===== config.mk =====
export PLATFORM = sky130hd
export DESIGN_NAME = irq_ctrl
export DESIGN_NICKNAME = d
export VERILOG_FILES = /design/src/rtl/irq_ctrl_pkg.sv /design/src/rtl/irq_flag_regs.sv /design/src/rtl/irq_accept_seq.sv /design/src/rtl/irq_prio_vec.sv /design/src/rtl/irq_ctrl.sv
export SDC_FILE = /design/constraint.sdc
export NUM_CORES = 1
export LEC_CHECK = 0
export ABC_CLOCK_PERIOD_IN_PS = 3130
export BUFFER_PORTS_ARGS = -buffer_cell sky130_fd_sc_hd__buf_2
export CAP_MARGIN = 20
export CORE_MARGIN = 2
export CORE_UTILIZATION = 40
export DETAILED_ROUTE_END_ITERATION = 6
export GPL_ROUTABILITY_DRIVEN = 0
export MAX_ROUTING_LAYER = met4
export SYNTH_ARGS = -nofsm -noshare
export SYNTH_HDL_FRONTEND = slang
export SYNTH_HIERARCHICAL = 1
export SYNTH_SLANG_ARGS = --single-unit

===== constraint.sdc =====
create_clock -name clk_i -period 3.13 [get_ports clk_i]
set_input_delay 0.626 -clock clk_i [delete_from_list [all_inputs] [get_ports clk_i]]
set_output_delay 0.626 -clock clk_i [all_outputs]
set_load 0.01 [all_outputs]

===== src/rtl/irq_ctrl_pkg.sv =====
package irq_ctrl_pkg;
  localparam int NSRC       = 2;
  localparam int DATA_W     = 4;
  localparam int BIT_STRIDE = 2;   // source i at bit BIT_STRIDE*i
  localparam int SRC_PORT   = 0;
  localparam int SRC_TMR    = 1;   // higher index wins
  localparam logic ADDR_EN  = 1'b0;
  localparam logic ADDR_REQ = 1'b1;

  typedef enum logic [1:0] {
    ACC_IDLE   = 2'd0,
    ACC_SEEN_N = 2'd1,
    ACC_SEEN_1 = 2'd2
  } acc_state_e;
endpackage


===== src/rtl/irq_flag_regs.sv =====
module irq_flag_regs
  import irq_ctrl_pkg::*;
#(
  parameter int N_SRC  = NSRC,
  parameter int D_W    = DATA_W,
  parameter int STRIDE = BIT_STRIDE
) (
  input  logic             clk_i,
  input  logic             rst_ni,
  input  logic             we_i,
  input  logic             addr_i,
  input  logic [D_W-1:0]   wdata_i,
  input  logic [N_SRC-1:0] hw_set_i,
  input  logic             clr_en_i,
  output logic [N_SRC-1:0] en_o,
  output logic [N_SRC-1:0] req_o,
  output logic [N_SRC-1:0] act_nxt_o,
  output logic [D_W-1:0]   rdata_o
);
  logic [N_SRC-1:0] en_q, req_q, en_nxt, req_nxt;
  logic wr_en, wr_req;

  assign wr_en  = we_i && (addr_i == ADDR_EN);
  assign wr_req = we_i && (addr_i == ADDR_REQ);

  for (genvar i = 0; i < N_SRC; i++) begin : g_src
    assign en_nxt[i]  = wr_en ? wdata_i[STRIDE*i] : en_q[i];
    // hardware set dominates a software clear
    assign req_nxt[i] = hw_set_i[i] | (wr_req ? wdata_i[STRIDE*i] : req_q[i]);
  end

  assign act_nxt_o = en_nxt & req_nxt;

  always_comb begin
    rdata_o = '0;
    for (int i = 0; i < N_SRC; i++)
      rdata_o[STRIDE*i] = (addr_i == ADDR_REQ) ? req_q[i] : en_q[i];
  end

  always_ff @(posedge clk_i or negedge rst_ni) begin
    if (!rst_ni) begin
      en_q  <= '0;
      req_q <= '0;
    end else begin
      en_q  <= clr_en_i ? '0 : en_nxt;
      req_q <= req_nxt;
    end
  end

  assign en_o  = en_q;
  assign req_o = req_q;
endmodule


===== src/rtl/irq_accept_seq.sv =====
module irq_accept_seq
  import irq_ctrl_pkg::*;
(
  input  logic clk_i,
  input  logic rst_ni,
  input  logic instr_done_i,
  input  logic any_act_i,
  output logic take_now_o,
  output logic take_q_o
);
  acc_state_e st_q, st_d;

  assign take_now_o = instr_done_i && any_act_i && (st_q == ACC_SEEN_1);

  always_comb begin
    st_d = st_q;
    if (!any_act_i) st_d = ACC_IDLE;
    else if (instr_done_i) begin
      unique case (st_q)
        ACC_IDLE:   st_d = ACC_SEEN_N;
        ACC_SEEN_N: st_d = ACC_SEEN_1;
        default:    st_d = ACC_IDLE;
      endcase
    end
  end

  always_ff @(posedge clk_i or negedge rst_ni) begin
    if (!rst_ni) begin
      st_q     <= ACC_IDLE;
      take_q_o <= 1'b0;
    end else begin
      st_q     <= st_d;
      take_q_o <= take_now_o;
    end
  end
endmodule


===== src/rtl/irq_prio_vec.sv =====
module irq_prio_vec #(
  parameter int N_SRC = 2,
  parameter int VEC_W = 12,
  parameter logic [N_SRC*VEC_W-1:0] VEC_PACK = '0
) (
  input  logic [N_SRC-1:0] act_i,
  output logic [VEC_W-1:0] vec_o
);
  // later (higher) index overrides: highest index has priority
  always_comb begin
    vec_o = '0;
    for (int i = 0; i < N_SRC; i++)
      if (act_i[i]) vec_o = VEC_PACK[i*VEC_W +: VEC_W];
  end
endmodule


===== src/rtl/irq_ctrl.sv =====
module irq_ctrl
  import irq_ctrl_pkg::*;
#(
  parameter int VEC_W = 12,
  parameter logic [VEC_W-1:0] TMR_VEC = 12'h004,
  parameter logic [VEC_W-1:0] PRT_VEC = 12'h008
) (
  input  logic              clk_i,
  input  logic              rst_ni,
  input  logic              instr_done_i,
  input  logic              reg_we_i,
  input  logic              reg_addr_i,
  input  logic [DATA_W-1:0] reg_wdata_i,
  output logic [DATA_W-1:0] reg_rdata_o,
  input  logic              tmr_ovf_i,
  input  logic              port_fall_i,
  output logic              irq_take_o,
  output logic [VEC_W-1:0]  irq_vec_o,
  output logic              wake_o
);
  localparam logic [NSRC*VEC_W-1:0] VEC_PACK = {TMR_VEC, PRT_VEC};

  logic [NSRC-1:0] hw_set, en_q, req_q, act_nxt;
  logic            take_now;
  logic [VEC_W-1:0] vec_sel, vec_q;

  assign hw_set[SRC_TMR]  = tmr_ovf_i;
  assign hw_set[SRC_PORT] = port_fall_i;

  irq_flag_regs #(.N_SRC(NSRC), .D_W(DATA_W), .STRIDE(BIT_STRIDE)) u_flags (
    .clk_i     (clk_i),
    .rst_ni    (rst_ni),
    .we_i      (reg_we_i),
    .addr_i    (reg_addr_i),
    .wdata_i   (reg_wdata_i),
    .hw_set_i  (hw_set),
    .clr_en_i  (take_now),
    .en_o      (en_q),
    .req_o     (req_q),
    .act_nxt_o (act_nxt),
    .rdata_o   (reg_rdata_o)
  );

  irq_accept_seq u_seq (
    .clk_i        (clk_i),
    .rst_ni       (rst_ni),
    .instr_done_i (instr_done_i),
    .any_act_i    (|act_nxt),
    .take_now_o   (take_now),
    .take_q_o     (irq_take_o)
  );

  irq_prio_vec #(.N_SRC(NSRC), .VEC_W(VEC_W), .VEC_PACK(VEC_PACK)) u_prio (
    .act_i (act_nxt),
    .vec_o (vec_sel)
  );

  always_ff @(posedge clk_i or negedge rst_ni) begin
    if (!rst_ni)       vec_q <= '0;
    else if (take_now) vec_q <= vec_sel;
  end

  assign irq_vec_o = vec_q;
  assign wake_o    = |req_q;
endmodule


==> results.json, run 1 <==
{
  "die_w_um": 54.1,
  "grt.total_usage": 0.119,
  "endpoint_kind": "flip-flop",
  "synth_seq_cells": 19,
  "wl_mm": 1.52,
  "clock_latency_ns": 0.28,
  "grt_antenna_before_repair": 0,
  "hold_violations": 0,
  "synth.cell_area_um2": 1000,
  "total_power_mw": 0.841,
  "ctsHtreeMaxLevel": 1,
  "synth_top_flop_cell": "dfrtp_1",
  "synthToLayoutAreaGrowth_pct": 11.6,
  "cts_buffer_depth": 2,
  "p_per_area_nw_per_um2": 752,
  "die_area_um2": 2920,
  "core_area_um2": 2430,
  "grt_pass1_vias": 551,
  "fin_crit_ns": 2.22,
  "synth_most_common_cell": "dfrtp_1",
  "max_freq_mhz": 451,
  "slowest_delay_ns": 0.36,
  "die_height_um": 54.1,
  "fin_skew_ns": 0.000523,
  "max-cap-violations": 0,
  "synth_top_area_frac": 0.474,
  "post-cts-setup-buffers": 0,
  "setup_tns_ns": 0,
  "power_leakage_nw": 0.565,
  "wl_per_cell_um": 11.2,
  "cts_root_buf": "clkbuf_4",
  "clkSinkCount": 19,
  "syn_inst": 81,
  "cp_max_fo": 15,
  "cts_tree": "built",
  "ys_top_cells_by_area": "dfrtp_1 47%, mux2_4 15%, buf_4 9.7%, mux2_2 4.5%, a211oi_1 3.0%",
  "crit_family": "buffers and inverters",
  "io_buffers": 24,
  "hpwl_mm": 1.15,
  "overflow": 0,
  "synth_warnings": 6,
  "fin_crit_sh": 0.708,
  "critPathLaunchType": "primary input",
  "rows": 18,
  "synth_top_cell_by_area": "dfrtp_1",
  "fin_util": 0.460,
  "ys_seq_area_frac": 0.474,
  "drive_gt1_frac": 0.457,
  "drc": 0,
  "cts_resized": 0,
  "antenna_cells": 0,
  "crit_path_frequent_cell": "buf_4",
  "drv_slew": 0,
  "finalSetupViolations": 0,
  "nets": 117,
  "yosys.cell_types.count": 24,
  "fin_ws_ns": 0.913,
  "ant_nets": 0,
  "critPathRequiredTime_ns": 3.30,
  "dr.pass1.iters": 4,
  "drt_iter0_drc": 4,
  "cp_cell_sequence": "buf_2 > inv_1 > a21oi_1 > nor3_1 > buf_4 > or2_2 > nand2_1 > nor3b_2 > buf_4 > mux2_2",
  "cts_buffers": 3,
  "synthArstFlopShare": 1.00,
  "hold_class": "primary input to async pin",
  "synthTopCellsByCount": "19 x dfrtp_1, 13 x buf_4, 10 x mux2_4, 4 x a211oi_1, 4 x mux2_2",
  "synth_edf_count": 0,
  "grt_pass1_wl_mm": 2.39,
  "worstPathArrival_ns": 2.39,
  "synth_area_per_cell_um2": 12.4,
  "ir_drop_mv": 0.419,
  "crit_slowest_cell": "mux2_2",
  "cts-hold-fix-buffers": 0,
  "num_vias": 611,
  "crit_type": "primary input to flip-flop",
  "io_pins": 29,
  "grt_max_degree": 20,
  "start_util": 0.412,
  "outcome": "finished, final reports clean",
  "pre_cts_slack_ns": 0.602,
  "rsz0062_at_grt": "false",
  "worst-path-buf-inv": 4,
  "path_clk_slew_ns": 0.09,
  "vias_per_cell": 4.53
}
-- flip-flops by register name, summed over array words and instances, names as in the netlist --
| register | count |
|---|---|
| u_seq/st_q | 2 |
| u_flags/req_o | 2 |
| u_seq/take_q_o | 1 |
| u_flags/en_o | 2 |
| irq_vec_o | 12 |
-- through the flow --
step           instances  hold WS (ns)  area, um^2
2_1_floorplan         91         0.330        1040
4_1_cts              135         0.266        1120
3_5_place_dp         131         0.489        1090
6_report             135         0.261        1120
5_1_grt              135         0.272        1120
3_3_place_gp         131         0.476        1090
-- worst register-to-register path, stage by stage (launching register included) --
cell      delay, ns
dfrtp_1        0.39
a211oi_1       0.06
nor3_1         0.23
buf_4          0.18
or2_2          0.13
nand2_1        0.09
nor3b_2        0.18
buf_4          0.28
mux2_2         0.36
-- report_power, final --
part | switching, mW | internal (mW)
clock network | 0.0645 | 0.0494
registers | 0.0562 | 0.341
logic | 0.136 | 0.194
total | 0.257 | 0.584
-- cell families after synthesis --
| group | Yosys count | synth area share |
|---|---|---|
| buf+inv | 18 | 0.132 |
| flops | 19 | 0.474 |
| mux | 16 | 0.215 |
| compound gates | 10 | 0.0699 |
| other cells | 2 | 0.00749 |
| simple gates | 16 | 0.101 |
-- per-layer routing --
layer	wire [um]	vias to the layer above	global-route usage
li1	-	303	-
met1	705	289	0.150
met2	724	19	0.185
met3	88	0	0.0250
met4	0	0	0.0500
met5	0	-	-
-- worst paths after layout --
path,startpoint,end,slack (ns),cells past startpoint
setup / recovery,reg_addr_i,irq_vec_o[9]$_DFFE_PN0P_,0.91,10
hold / removal,rst_ni,u_seq/st_q[0]$_DFFE_PN0P_,0.26,1
setup reg to reg,u_flags/req_o[1]$_DFF_PN0_,irq_vec_o[9]$_DFFE_PN0P_,1.12,8
hold reg to reg,irq_vec_o[0]$_DFFE_PN0P_,irq_vec_o[0]$_DFFE_PN0P_,0.51,1
max in group asynchronous,rst_ni,irq_vec_o[7]$_DFFE_PN0P_,2.59,1
min in group clk_i,irq_vec_o[0]$_DFFE_PN0P_,irq_vec_o[0]$_DFFE_PN0P_,0.51,1
-- cell usage in the layout, fill, tap and decap left out, drive strengths merged --
cell type	n
buf	26
dfrtp	19
mux2	14
conb	12
a211oi	4
clkbuf	4
or2	2
mux2i	2
nor2	2
nand2	2
and3	2
a211o	2
inv	2
a21oi	2
nor3	2
nand3b	2
nand2b	2
nor2b	1
nor3b	1
o21ai	1
o31ai	1
-- area by class of cell --
type	instances	area [um^2]
Multi-Input combinational cell	54	437
Inverter	2	7.51
Timing Repair Buffer	26	135
Fill cell	235	1310
Sequential cell	19	475
Clock buffer	4	26.3
Tap cell	30	37.5
(Power assumes the default switching activity.)
==> run 2: changes to the inputs <==
Settings changed: ABC_CLOCK_PERIOD_IN_PS 3130 to 2000, PLACE_DENSITY set to 0.67.
Clock period 3.13 ns to 2 ns, I/O delays scaled along.
==> run 2 against run 1 <==
  * Combinational power is 73% higher
  * Wire length rose by 9.4%
  * Register-to-register slack got worse by 0.88 ns
  * First-iteration DRC count is 75% lower
  * Clock skew up 0.00098 ns
  * Die area unchanged
  * Highest routed layer is now met4
  * Non-clock buffer count rose by 8
  * Critical path depth is 3 lower
  * Clock power increased by 67%
  * Worst hold slack got worse by 0.24 ns
==> results.json, run 2 (same netlist as run 1, synthesis figures left out) <==
{
  "outcome": "finished, final reports clean",
  "seq_power_share": 0.450,
  "total_power_mw": 1.39,
  "finalSetupViolations": 0,
  "p_per_area_nw_per_um2": 1150,
  "grt_pass1_wl_mm": 2.48,
  "power.switching_mw": 0.437,
  "crit_type": "flip-flop to flip-flop",
  "fillers": 225,
  "worstPathArrival_ns": 1.95,
  "setup_tns_ns": 0,
  "clkSinkCount": 19,
  "cp_max_fo": 7,
  "io_buffers": 24,
  "drive_gt1_frac": 0.540,
  "rsz0062_at_grt": "false",
  "ant_nets": 0,
  "final_area_um2": 1210,
  "overflow": 0,
  "die_w_um": 54.1,
  "fin_util": 0.498,
  "grt_antenna_before_repair": 0,
  "place_area_um2": 1180,
  "die_height_um": 54.1,
  "ctsHtreeMaxLevel": 1,
  "nets": 125,
  "grt_max_degree": 20,
  "io_pins": 29,
  "cts_root_buf": "clkbuf_4",
  "vias_per_cell": 4.36,
  "hold_class": "primary input to async pin",
  "largest_reg_flops": 12,
  "wl_per_cell_um": 11.6,
  "critPathLaunchType": "flip-flop",
  "grt_pass1_vias": 611,
  "start_util": 0.412,
  "dr.pass1.iters": 4,
  "cp_cell_sequence": "a211oi_1 > nor3_2 > or2_4 > nand2_4 > nor3b_4 > buf_4 > mux2_4",
  "clock_power_share": 0.137,
  "grt.total_usage": 0.126,
  "cts_buffer_depth": 2,
  "synthToLayoutAreaGrowth_pct": 20.8,
  "whs_ns": 0.0249,
  "p_sw_frac": 0.315,
  "max_freq_mhz": 568,
  "critPathRequiredTime_ns": 2.19,
  "fin_skew_ns": 0.00150,
  "crit_family": "simple AND/OR/NAND/NOR gates",
  "max-cap-violations": 0,
  "cts-hold-fix-buffers": 0,
  "crit_slowest_cell": "dfrtp_1",
  "hold_violations": 0,
  "slowest_delay_ns": 0.42,
  "antenna_cells": 0,
  "layout_common_cells": "24 x buf_2, 19 x dfrtp_1, 12 x conb_1",
  "hpwl_mm": 1.25,
  "drt_iter0_drc": 1,
  "cts_tree": "built",
  "drc": 0,
  "ir_drop_mv": 0.561,
  "fin_crit_ns": 1.76,
  "p_comb_frac": 0.413,
  "path_clk_slew_ns": 0.10,
  "wl_mm": 1.66,
  "fin_crit_sh": 0.881,
  "drv_slew": 0,
  "endpoint_kind": "flip-flop",
  "num_vias": 623,
  "cts_buffers": 3,
  "power_leakage_nw": 0.613,
  "clock_latency_ns": 0.29,
  "die_area_um2": 2920,
  "worst-path-buf-inv": 1,
  "core_area_um2": 2430,
  "rows": 18,
  "layout_commonest_cell": "buf_2",
  "intPower_mw": 0.951
}
-- run 2: changes by cell type in the layout (fill, tap and decap cells not counted), sizes merged --
cell	change
buf	+8
-- run 2: routing by layer --
layer / track usage / vias up / wire (um)
li1: - / 319 / -
met3: 0.0306 / 2 / 97
met1: 0.150 / 284 / 814
met2: 0.191 / 18 / 723
met4: 0.0750 / 0 / 24
met5: - / - / 0
-- run 2: final timing paths --
| check | startpoint | to | slack (ns) | depth (start not counted) |
|---|---|---|---|---|
| worst max-delay path | u_flags/req_o[0]$_DFF_PN0_ | irq_vec_o[2]$_DFFE_PN0P_ | 0.24 | 7 |
| worst min-delay path | rst_ni | irq_vec_o[7]$_DFFE_PN0P_ | 0.02 | 1 |
| worst max register to register | u_flags/req_o[0]$_DFF_PN0_ | irq_vec_o[2]$_DFFE_PN0P_ | 0.24 | 7 |
| worst min register to register | u_seq/st_q[1]$_DFFE_PN0P_ | u_seq/st_q[0]$_DFFE_PN0P_ | 0.51 | 1 |
| max in group asynchronous | rst_ni | u_seq/take_q_o$_DFF_PN0_ | 1.68 | 1 |
| min in group clk_i | port_fall_i | u_flags/req_o[0]$_DFF_PN0_ | 0.33 | 2 |
-- run 2: timing repair --
action | in CTS | in global routing
setup endpoints to repair | 0 | 3
gates resized for setup | 0 | 1
setup buffers | 0 | 0
-- run 2: worst reg2reg max path: stages (launching register included) --
cell	delay (ns)
dfrtp_1	0.42
a211oi_1	0.29
nor3_2	0.10
or2_4	0.28
nand2_4	0.07
nor3b_4	0.04
buf_4	0.17
mux2_4	0.30
-- run 2: layout make-up --
class | count | area, um^2 | area share
inverters | 2 | 10.0 | 0.00826
multi-input cells | 54 | 467 | 0.385
clock buffers | 4 | 26.3 | 0.0217
well taps | 30 | 37.5 | 0.0310
flip-flops and latches | 19 | 475 | 0.393
repair buffers | 34 | 195 | 0.161
-- run 2: power by group through the flow --
stage               Clock, mW  Sequential [mW]  Combinational (mW)
detailed placement          0            0.630               0.581
global placement            0            0.624               0.567
floorplan                   0            0.684               0.329
finish                  0.190            0.624               0.574
CTS                     0.198            0.628               0.580
global route            0.218            0.650               0.624
-- run 2: metrics by stage --
| stage | cells | setup WS, ns |
|---|---|---|
| 4_1_cts | 143 | 0.180 |
| 3_3_place_gp | 139 | -0.0886 |
| 5_1_grt | 143 | 0.103 |
| 6_report | 143 | 0.238 |
| 3_5_place_dp | 139 | -0.0719 |
| 2_1_floorplan | 91 | -0.0254 |
